**config.mk**
```make
export PLATFORM = sky130hd
export DESIGN_NAME = pwr_supervisor
export DESIGN_NICKNAME = d
export VERILOG_FILES = /design/src/rtl/supv_pkg.sv /design/src/rtl/supv_edge.sv /design/src/rtl/supv_tier.sv /design/src/rtl/pwr_supervisor.sv
export SDC_FILE = /design/constraint.sdc
export NUM_CORES = 1
export LEC_CHECK = 0
export BUFFER_PORTS_ARGS = -buffer_cell sky130_fd_sc_hd__buf_2
export CORE_UTILIZATION = 35
export CTS_BUF_LIST = sky130_fd_sc_hd__clkbuf_2 sky130_fd_sc_hd__clkbuf_4 sky130_fd_sc_hd__clkbuf_8
export DETAILED_ROUTE_END_ITERATION = 12
export PLACE_DENSITY = 0.49
export SKIP_LAST_GASP = 1
export SYNTH_ARGS = -nofsm -noshare
export SYNTH_HDL_FRONTEND = slang
export SYNTH_SLANG_ARGS = --single-unit
```
**constraint.sdc**
```tcl
create_clock -name clk -period 2.7 [get_ports clk]
set_clock_uncertainty 0.15 [all_clocks]
set_input_delay 0.54 -clock clk [delete_from_list [all_inputs] [get_ports clk]]
set_output_delay 0.54 -clock clk [all_outputs]
set_load 0.01 [all_outputs]
```
**src/rtl/supv_pkg.sv**
```systemverilog
package supv_pkg;

    // Power-up sources, one edge detector each
    typedef enum int unsigned {
        SRC_KEY = 0,
        SRC_CHG = 1,
        SRC_BAT = 2
    } wake_src_e;

    localparam int unsigned NUM_WAKE = 3;

endpackage

```
**src/rtl/supv_edge.sv**
```systemverilog
module supv_edge (
    input  logic clk,
    input  logic rst_n,
    input  logic lvl,
    output logic rise
);

    logic lvl_d, lvl_q;

    always_comb begin
        lvl_d = lvl;
    end

    always_ff @(posedge clk or negedge rst_n) begin
        if (!rst_n) begin
            lvl_q <= 1'b0;
        end else begin
            lvl_q <= lvl_d;
        end
    end

    assign rise = lvl & ~lvl_q;

endmodule

```
**src/rtl/supv_tier.sv**
```systemverilog
module supv_tier #(
    parameter int unsigned LIMIT = 500
) (
    input  logic clk,
    input  logic rst_n,
    input  logic run,
    input  logic clear,
    input  logic tick,
    output logic expire
);

    localparam int unsigned CW = $clog2(LIMIT + 1);
    localparam logic [CW-1:0] LAST = CW'(LIMIT - 1);

    logic [CW-1:0] cnt_d, cnt_q;

    always_comb begin
        cnt_d  = cnt_q;
        expire = 1'b0;
        if (!run || clear) begin
            cnt_d = '0;
        end else if (tick) begin
            if (cnt_q == LAST) begin
                expire = 1'b1;
                cnt_d  = '0;
            end else begin
                cnt_d = cnt_q + CW'(1);
            end
        end
    end

    always_ff @(posedge clk or negedge rst_n) begin
        if (!rst_n) begin
            cnt_q <= '0;
        end else begin
            cnt_q <= cnt_d;
        end
    end

endmodule

```
**src/rtl/pwr_supervisor.sv**
```systemverilog
module pwr_supervisor #(
    parameter int unsigned FAST_TICKS  = 500,
    parameter int unsigned SLOW_TICKS  = 1500,
    parameter int unsigned HOLD_CYCLES = 16
) (
    input  logic clk,
    input  logic rst_n,
    input  logic tick,
    input  logic kick,
    input  logic keepalive,
    input  logic key_n,
    input  logic chg_det,
    input  logic bat_det,
    input  logic bat_low,
    input  logic bat_ok,
    output logic pwr_en,
    output logic sys_rst,
    output logic cpu_rst
);
    import supv_pkg::*;

    localparam int unsigned HW = $clog2(HOLD_CYCLES + 1);

    typedef struct packed {
        logic          pwr;
        logic          lowbat;
        logic [HW-1:0] hold;
    } supv_state_t;

    supv_state_t st_d, st_q;

    logic [NUM_WAKE-1:0] wake_lvl;
    logic [NUM_WAKE-1:0] wake_rise;
    logic                ka_rise;
    logic                slow_exp;
    logic                fast_exp;
    logic                fast_run;

    assign wake_lvl[SRC_KEY] = ~key_n;
    assign wake_lvl[SRC_CHG] = chg_det;
    assign wake_lvl[SRC_BAT] = bat_det;

    for (genvar g = 0; g < NUM_WAKE; g++) begin : g_wake
        supv_edge u_edge (
            .clk  (clk),
            .rst_n(rst_n),
            .lvl  (wake_lvl[g]),
            .rise (wake_rise[g])
        );
    end

    supv_edge u_ka_edge (
        .clk  (clk),
        .rst_n(rst_n),
        .lvl  (keepalive),
        .rise (ka_rise)
    );

    // Slow tier: counter is zero while off, so power-up gives a full window
    supv_tier #(.LIMIT(SLOW_TICKS)) u_slow (
        .clk   (clk),
        .rst_n (rst_n),
        .run   (st_q.pwr),
        .clear (ka_rise),
        .tick  (tick),
        .expire(slow_exp)
    );

    assign fast_run = st_q.pwr & ~st_q.lowbat & (st_q.hold == '0);

    supv_tier #(.LIMIT(FAST_TICKS)) u_fast (
        .clk   (clk),
        .rst_n (rst_n),
        .run   (fast_run),
        .clear (kick),
        .tick  (tick),
        .expire(fast_exp)
    );

    always_comb begin
        st_d = st_q;
        if (!st_q.pwr) begin
            st_d.lowbat = 1'b1;
            st_d.hold   = '0;
            if (|wake_rise) begin
                st_d.pwr = 1'b1;
            end
        end else begin
            if (slow_exp) begin
                st_d.pwr = 1'b0;
            end
            if (bat_low) begin
                st_d.lowbat = 1'b1;
            end else if (bat_ok) begin
                st_d.lowbat = 1'b0;
            end
            if (fast_exp) begin
                st_d.hold = HW'(HOLD_CYCLES);
            end else if (st_q.hold != '0) begin
                st_d.hold = st_q.hold - HW'(1);
            end
        end
    end

    always_ff @(posedge clk or negedge rst_n) begin
        if (!rst_n) begin
            st_q <= '{pwr: 1'b0, lowbat: 1'b1, hold: '0};
        end else begin
            st_q <= st_d;
        end
    end

    assign pwr_en  = st_q.pwr;
    assign sys_rst = ~st_q.pwr | st_q.lowbat;
    assign cpu_rst = sys_rst | (st_q.hold != '0);

endmodule

```
==> impl_metrics.tcl, run 1 <==
set metrics [dict create \
    synth_cell_type_count 45 \
    cts_sinks 31 \
    wl_met2_mm 1.560 \
    holdWs_ns 0.1448 \
    ys_async_sr_fraction_pct 100.0 \
    clk_pin_slew_ns 0.06 \
    boundaryPins 13 \
    root_buffer "clkbuf_8" \
    max_freq_mhz 446.6 \
    crit_chain "inv_1, ha_1, nor4b_2, buf_4, nand2b_1, buf_2" \
    final_max_slew_viol_count 0 \
    setup_viol 0 \
    synth-xor-area-share_pct 6.383 \
    yosys_warnings 0 \
    synth-edff-count 0 \
    place_congestion 0.7836 \
    hold_violations 0 \
    synthTopCellsByCount "dfrtp_1, nor2_1, nand3_1, xnor2_1, inv_1" \
    yosysTopAreaCellShare_pct 45.59 \
    worstSetupEndpointType "output port" \
    period_share_pct 82.94 \
    cellPowerDensity_mw_per_mm2 524.5 \
    ant_nets 0 \
    maxCapViolCount 0 \
    finalWirelength_mm 3.175 \
    synth_ff_type "dfrtp_1" \
    power_uw 973.3 \
    avgViaCountPerCell 5.355 \
    fin_util_pct 41.75 \
    synth-simple-area-share_pct 25.08 \
    peakVddDrop_v 0.0003006 \
    rsz0062_at_grt "no" \
    crit_required_ns 2.01 \
    grt_pass1_vias 1266 \
    synth_top_cell_by_area "dfrtp_1" \
    slowest_delay_ns 0.40 \
    yosys.area_share.adder_pct 2.280 \
    synth_compound_area_share_pct 12.92 \
    fill_cells 458 \
    tns_ns 0 \
    critPathKind "reg2out" \
    status "finished, final reports clean" \
    critPathLaunchType "flip-flop" \
    grt_max_degree 32 \
    clk_latency_ns 0.28 \
    wl_per_cell_um 13.57 \
    cts_buffer_depth 2 \
    cp.arrival_ns 1.55 \
    synth_top_family_by_area "simple AND/OR/NAND/NOR gates" \
    syn_to_final_growth_pct 12.69 \
    path_delay_family "buffers and inverters" \
    drt_iter0_drc 49 \
    topRoutingLayerUsed "met4" \
    grt_pass1_wl_mm 5.664 \
    netlist_area_mm2 0.001647 \
    die_w_um 70.59 \
    finalNetCount 194 \
    synth_nets 178 \
    synth_most_common_cell "dfrtp_1" \
    post-dp-hpwl_mm 2.332 \
    dieArea_mm2 0.004983 \
    drive_above_1_share_pct 19.78 \
    vias 1253 \
    antennaDiodeCount 0 \
    critPathBufInv 3 \
    cts_buffers 5 \
    maxSlewHeadroom_pct 55.08 \
    drt-met1-wl_mm 1.482 \
    postCtsResizedCells 0 \
    grt_usage_pct 14.49 \
    start_util_pct 37.05 \
    grt_overflow 0 \
    wl_met3_um 85 \
    drcViolationCount 0 \
    htree_levels 2 \
    std_cell_rows 24 \
    ys_seq_area_share_pct 47.19 \
    ys_ff_latch 31 \
    antenna_found_initial 0 \
    cp_slowest_cell "dfrtp_1" \
    cts_hold_buffers 0 \
    crit_fanout 8 \
    port_buffers 12 \
    p_leak_uw 0.0007799 \
    avgSynthCellArea_um2 9.979 \
    synthCells 165 \
    tightest_slew_ns 0.6739 \
    hold_path_class "in2async" \
    dr.pass1.iters 4 \
    synth.area.mux_share_pct 1.976 \
    tritoncts "yes" \
    synth_area_leaders "dfrtp_1, xnor2_1, nor2_1, nand3_1, ha_1" \
    layout_min_cycle_time_ns 2.239 \
    post_cts_buffers 0 \
    die_y_um 70.59 \
    fp.coreArea_mm2 0.004444 \
]
==> metrics by stage <==
step	std cells	instance area (µm²)	worst slack, ns
6_report	234	1856	0.4607
5_1_grt	234	1856	0.3353
4_1_cts	234	1856	0.4506
3_5_place_dp	226	1752	0.5644
3_3_place_gp	226	1752	0.6158
2_1_floorplan	165	1647	0.7031
==> flip-flops by register name, summed over array words and instances, names as in the netlist <==
signal and count:
st_q 6, u_slow.cnt_q 11, u_ka_edge.lvl_q 1, pwr_en 1
g_wake.u_edge.lvl_q 3, u_fast.cnt_q 9
==> where the power goes <==
| group | leakage, µW | switching, µW | internal [µW] |
|---|---|---|---|
| clock | 0.0000549 | 164 | 242 |
| combinational | 0.000313 | 42.1 | 31.0 |
| sequential | 0.000412 | 13.4 | 480 |
==> cell usage in the layout, fill, tap and decap left out, types with 2 or more instances in the layout <==
| cell type | n |
|---|---|
| a31o_2 | 3 |
| inv_1 | 9 |
| nand2_1 | 8 |
| nand4_1 | 3 |
| and2_1 | 2 |
| and3_1 | 2 |
| mux2_2 | 2 |
| nand3b_1 | 2 |
| or3_1 | 2 |
| nor3_1 | 4 |
| a21boi_0 | 2 |
| clkbuf_8 | 7 |
| o31ai_1 | 4 |
| xnor2_1 | 11 |
| nand3_1 | 11 |
| a21oi_2 | 2 |
| buf_2 | 12 |
| nand2b_1 | 6 |
| buf_4 | 2 |
| nor2_1 | 20 |
| a211oi_1 | 4 |
| a21oi_1 | 5 |
| ha_1 | 3 |
| o21ai_0 | 2 |
| or4_1 | 3 |
| nor4b_1 | 2 |
| dfrtp_1 | 30 |
==> area by class of cell <==
type / instances / area, µm² / share of cell area (%)
tap: 52 / 65.06 / 3.506
timing repair buffer: 14 / 75.07 / 4.046
sequential: 31 / 777.0 / 41.87
multi-input combinational: 120 / 800.8 / 43.16
clock buffer: 8 / 103.9 / 5.597
inverter: 9 / 33.78 / 1.821
==> final timing paths <==
kind,startpoint,endpoint,slack [ns],cells past startpoint
min in group clk,keepalive,u_ka_edge.lvl_q,0.23,1
hold / removal,rst_n,u_fast.cnt_q[2],0.14,1
setup / recovery,st_q[0],cpu_rst,0.46,6
max in group asynchronous,rst_n,st_q[4],1.82,1
hold reg to reg,st_q[5],st_q[5],0.37,2
setup reg to reg,st_q[0],st_q[4],0.54,6
==> worst reg2reg max path, cell delays in order, from the launching register on <==
cell,delay [ns]
dfrtp_1,0.40
inv_1,0.09
ha_1,0.21
or4b_4,0.52
or3_4,0.38
o21ai_0,0.21
and2_1,0.15
==> per-layer routing <==
| layer | up-vias | global-route usage (%) |
|---|---|---|
| met5 | - | 0 |
| met4 | 0 | 5.333 |
| met3 | 5 | 3.846 |
| met2 | 13 | 24.16 |
| met1 | 615 | 18.18 |
| li1 | 620 | - |
==> cells by family after synthesis <==
logic type,count (synthesis)
buffers and inverters,14
DFF,31
xor gates and xnor gates,12
muxes,3
and+or+nand+nor,73
AOI/OAI and AO/OA,29
adders and majority gates,3
No activity file was read; power rests on OpenSTA's default activity.
==> inputs of run 2 (changes only) <==
Settings changed: ABC_AREA from default to 1.
Clock period 2.7 ns to 2.3 ns, I/O delays scaled along.
==> run 2 against run 1 <==
Total power up 46%. Global-route usage down 0.47 points. Worst hold slack worse by 0.084 ns. Final cell count up 22%. Critical path depth unchanged. First-iteration DRC count down 16%. Area after synthesis up 0.91%. Combinational power rose to 4.0 times the previous value. Register-to-register slack about the same. Sequential power up 36%.
==> impl_metrics.tcl, run 2 <==
set metrics [dict create \
    status "finished, final reports clean" \
    rsz0062_at_grt "no" \
    synth_most_common_cell "nand2_1" \
    finalNetCount 246 \
    p_leak_uw 0.0008919 \
    holdWs_ns 0.06036 \
    drcViolationCount 0 \
    die_w_um 70.90 \
    crit_top_cell "inv_1" \
    ys_async_sr_fraction_pct 100.0 \
    slowest_delay_ns 0.39 \
    clkPwrFrac_pct 32.1 \
    largest_reg_flops 11 \
    maxCapViolCount 0 \
    drt_iter0_drc 41 \
    crit_chain "inv_1, ha_1, nand3_4, nor2_4, inv_1, buf_2" \
    cts_hold_buffers 0 \
    fp.coreArea_mm2 0.004444 \
    port_buffers 12 \
    cp.arrival_ns 1.46 \
    layout_common_cells "nand2_1, inv_1, nor2_1" \
    synth-edff-count 0 \
    drive_above_1_share_pct 12.82 \
    power_switching_uw 433.5 \
    fill_cells 444 \
    antenna_found_initial 0 \
    p_int_uw 987.2 \
    final_max_slew_viol_count 0 \
    grt_pass1_vias 1293 \
    cellPowerDensity_mw_per_mm2 759.5 \
    synth_top_cell_by_area "dfrtp_1" \
    grt_overflow 0 \
    synth_cell_type_count 26 \
    pwr-share-comb_pct 20.6 \
    root_buffer "clkbuf_8" \
    yosysTopAreaCellShare_pct 45.18 \
    grt_pass1_wl_mm 5.444 \
    clk_latency_ns 0.29 \
    peakVddDrop_v 0.0003248 \
    stdcell_count 286 \
    place_congestion 0.7602 \
    start_util_pct 37.39 \
    fin_util_pct 42.09 \
    synth_area_leaders "dfrtp_1, nand2_1, inv_1, nor2_1, nand3_1" \
    htree_levels 2 \
    die_y_um 70.90 \
    synth_ff_type "dfrtp_1" \
    cts_buffer_depth 2 \
    ys_seq_area_share_pct 46.76 \
    tightest_slew_ns 0.6977 \
    avgSynthCellArea_um2 7.728 \
    max_freq_mhz 482.6 \
    power_uw 1421 \
    syn_to_final_growth_pct 12.58 \
    ys_ff_latch 31 \
    largestRegisters "u_slow.cnt_q: 11 flops, u_fast.cnt_q: 9 flops, st_q: 6 flops" \
    grt_usage_pct 14.02 \
    tns_ns 0 \
    avgViaCountPerCell 4.594 \
    cp_slowest_cell "dfrtp_1" \
    dr.pass1.iters 6 \
    multi_input_area_um2 742.0 \
    crit_required_ns 1.69 \
    layout_min_cycle_time_ns 2.072 \
    dp.cells 278 \
    seqCellArea_um2 777.0 \
    switching_share_pct 30.51 \
    final_common_cell "nand2_1" \
    hold_path_class "in2async" \
    antennaDiodeCount 0 \
    worstSetupEndpointType "output port" \
    cts_sinks 31 \
    setup_viol 0 \
    synth_nets 228 \
    wl_per_cell_um 10.91 \
    post-dp-hpwl_mm 2.251 \
    dieArea_mm2 0.005027 \
    finalWirelength_mm 3.119 \
    vias 1314 \
    postCtsResizedCells 0 \
    yosys_warnings 0 \
    cts_buffers 5 \
    maxSlewHeadroom_pct 53.49 \
    critPathKind "reg2out" \
    std_cell_rows 24 \
    critPathLaunchType "flip-flop" \
    post_cts_buffers 0 \
    grt_max_degree 32 \
    boundaryPins 13 \
    power_frac_seq_pct 47.3 \
    clk_pin_slew_ns 0.07 \
    synthTopCellsByCount "nand2_1, inv_1, nor2_1" \
    ant_nets 0 \
    regMostFlops "u_slow.cnt_q" \
    period_share_pct 90.09 \
    crit_fanout 6 \
    tritoncts "yes" \
    hold_violations 0 \
    synthCells 215 \
    netlist_area_mm2 0.001662 \
]
==> run 2: changes by cell type in the layout (fill, tap and decap cells not counted), moves of 4 or more <==
cell,before,now
a21oi_1,5,9
nor2_1,20,32
a211oi_1,4,0
inv_1,9,35
nand2_1,8,56
nand2b_1,6,0
o31ai_1,4,0
xor2_1,1,5
xnor2_1,11,0
==> run 2: through the flow <==
step	setup slack, ns	cell area, µm²
final	0.2280	1871
after global routing	0.1368	1871
after CTS	0.2113	1871
after detailed placement	0.5251	1775
after global placement	0.5510	1775
after floorplan	0.7034	1662
==> run 2: metal layers <==
| layer | routed length, µm | vias up | track usage [%] |
|---|---|---|---|
| li1 | - | 709 | - |
| met4 | 53 | 0 | 7.333 |
| met1 | 1587 | 591 | 17.82 |
| met2 | 1408 | 9 | 22.22 |
| met3 | 70 | 5 | 3.419 |
| met5 | 0 | - | 0 |
==> run 2: final cells by class <==
type | instances | area share [%]
timing repair buffer | 12 | 3.211
inverter | 35 | 7.023
multi-input combinational | 148 | 39.67
clock inverter | 1 | 0.2676
clock buffer | 7 | 4.816
sequential | 31 | 41.54
tap | 52 | 3.478
==> run 2: cell families after synthesis <==
family                     count (synthesis)  synth area share, %
DFF                                       31                46.76
xor gates and xnor gates                   5                2.635
adders and majority gates                  3                2.259
and+or+nand+nor                          117                31.25
muxes                                      1               0.6024
AOI/OAI and AO/OA                         22                7.906
buffers and inverters                     36                8.585
==> run 2: final timing paths <==
path | from | slack (ns) | cells past startpoint | end
max | st_q[0] | 0.23 | 6 | cpu_rst
max reg2reg | st_q[0] | 0.53 | 9 | u_fast.cnt_q[5]
min reg2reg | st_q[5] | 0.35 | 2 | st_q[5]
max in group asynchronous | rst_n | 1.47 | 1 | u_slow.cnt_q[3]
min | rst_n | 0.06 | 1 | u_fast.cnt_q[5]
min in group clk | bat_det | 0.16 | 1 | g_wake[2].u_edge.lvl_q
==> run 2: critical path, delay by kind of cell, from the launching register on <==
family                   cells  cell delay [ns]
flip-flops                   1             0.39
buffers and inverters        3             0.25
AND/OR/NAND/NOR              2             0.28
adder cells (fa/ha/maj)      1             0.25
==> run 2: power groups by stage <==
stage / combinational, µW / clock, µW / sequential, µW
global route: 337 / 494 / 679
floorplan: 237 / 0 / 670
global placement: 299 / 0 / 682
detailed placement: 298 / 0 / 682
CTS: 299 / 477 / 672
finish: 292 / 456 / 672
==> inputs of run 3 (changes only) <==
Settings changed: CELL_PAD_IN_SITES_DETAIL_PLACEMENT from default to 0, CELL_PAD_IN_SITES_GLOBAL_PLACEMENT from default to 2, PLACE_DENSITY 0.49 to 0.77.
==> run 3 against run 2 <==
Global-route usage increased by 1.4 points. Fmax is 0.55% lower. Clock power grew 23%. Total power rose by 7.7%. Worst hold slack improved by 0.017 ns. Cell area up 1.2%.
==> impl_metrics.tcl, run 3 (synthesis gave the netlist of run 2 again) <==
set metrics [dict create \
    status "finished, final reports clean" \
    tightest_slew_ns 0.7166 \
    dp.cells 278 \
    largestRegisters "u_slow.cnt_q: 11 flops, u_fast.cnt_q: 9 flops, st_q: 6 flops" \
    root_buffer "clkbuf_8" \
    crit_fanout 6 \
    cellPowerDensity_mw_per_mm2 808.6 \
    grt_pass1_vias 1397 \
    largest_reg_flops 11 \
    crit_chain "inv_1, ha_1, nand3_4, nor2_4, inv_1, buf_2" \
    antenna_found_initial 0 \
    final_max_slew_viol_count 0 \
    hold_path_class "in2async" \
    critPathKind "reg2out" \
    final_common_cell "nand2_1" \
    max_freq_mhz 480.0 \
    peakVddDrop_v 0.0003188 \
    power_uw 1531 \
    die_y_um 70.90 \
    cts_hold_buffers 0 \
    p_leak_uw 0.0009014 \
    dr.pass1.iters 4 \
    stdcell_count 286 \
    tns_ns 0 \
    finalNetCount 246 \
    grt_pass1_wl_mm 5.906 \
    drive_above_1_share_pct 12.82 \
    dieArea_mm2 0.005027 \
    setup_viol 0 \
    critPathLaunchType "flip-flop" \
    tritoncts "yes" \
    std_cell_rows 24 \
    worstSetupEndpointType "output port" \
    final_area_mm2 0.001893 \
    avgViaCountPerCell 4.727 \
    die_w_um 70.90 \
    post-dp-hpwl_mm 2.438 \
    cp.arrival_ns 1.47 \
    grt_overflow 0 \
    drcViolationCount 0 \
    clk_pin_slew_ns 0.07 \
    critPathBufInv 3 \
    syn_to_final_growth_pct 13.93 \
    regMostFlops "u_slow.cnt_q" \
    htree_levels 2 \
    finalWirelength_mm 3.324 \
    boundaryPins 13 \
    antennaDiodeCount 0 \
    rsz0062_at_grt "no" \
    p_int_uw 1085 \
    cts_buffer_depth 2 \
    crit_top_cell "inv_1" \
    start_util_pct 37.39 \
    postCtsResizedCells 0 \
    clk_latency_ns 0.29 \
    grt_max_degree 32 \
    maxCapViolCount 0 \
    switching_share_pct 29.09 \
    drt_iter0_drc 57 \
    pwr-share-comb_pct 19.5 \
    power_switching_uw 445.3 \
    period_share_pct 90.59 \
    grt_usage_pct 15.42 \
    port_buffers 12 \
    clkPwrFrac_pct 36.6 \
    placed_area_mm2 0.001775 \
    ant_nets 0 \
    layout_min_cycle_time_ns 2.084 \
    layout_common_cells "nand2_1, inv_1, nor2_1" \
    post_cts_buffers 0 \
    hold_violations 0 \
    slowest_delay_ns 0.39 \
    path_delay_family "flip-flops" \
    cp_slowest_cell "dfrtp_1" \
    fp.coreArea_mm2 0.004444 \
    wl_per_cell_um 11.62 \
    power_frac_seq_pct 43.9 \
    cts_buffers 5 \
    maxSlewHeadroom_pct 52.23 \
    vias 1352 \
    crit_required_ns 1.69 \
    place_congestion 0.7280 \
    cts_sinks 31 \
]
[run 3: cell types whose count changed in the layout (fill, tap and decap cells not counted)]
cell	delta
clkbuf_4	-1
bufinv_16	+1
[run 3: power by group through the flow]
stage          logic [µW]  registers [µW]  clock network, µW
6_report              299             672                560
5_1_grt               353             683                600
4_1_cts               304             673                582
3_5_place_dp          303             683                  0
3_3_place_gp          288             678                  0
2_1_floorplan         237             670                  0
[run 3: final timing paths]
kind,from,to,slack [ns],cells after the start
min reg2reg,st_q[5],st_q[5],0.35,2
min in group clk,bat_det,g_wake[2].u_edge.lvl_q,0.15,1
min,rst_n,u_fast.cnt_q[4],0.08,1
max reg2reg,st_q[0],u_fast.cnt_q[5],0.51,9
max in group asynchronous,rst_n,st_q[4],1.46,1
max,st_q[0],cpu_rst,0.22,6
[run 3: through the flow]
step                utilization, %  hold WS (ns)  setup WS (ns)
finish                       42.60       0.07747         0.2165
global route                 42.60        0.1280         0.1016
CTS                          42.60       0.09994         0.1959
detailed placement           39.95        0.3412         0.5127
global placement             39.95        0.3238         0.5745
floorplan                        -       0.01441         0.7034
[run 3: per-layer routing]
metal  up-vias  GRT usage (%)  part of all wire (%)
met5         -              0                     0
li1        711              -                     -
met2        10          26.18                    48
met1       626          17.80                    47
met3         5          4.843                   2.7
met4         0          7.111                   1.8
[run 3: layout make-up]
type	count	area (µm²)
Fill cell	453	2551
Sequential cell	31	777.0
Multi-Input combinational cell	148	742.0
Inverter	35	131.4
Clock buffer	6	82.58
Tap cell	52	65.06
Timing Repair Buffer	12	60.06
Clock inverter	2	35.03
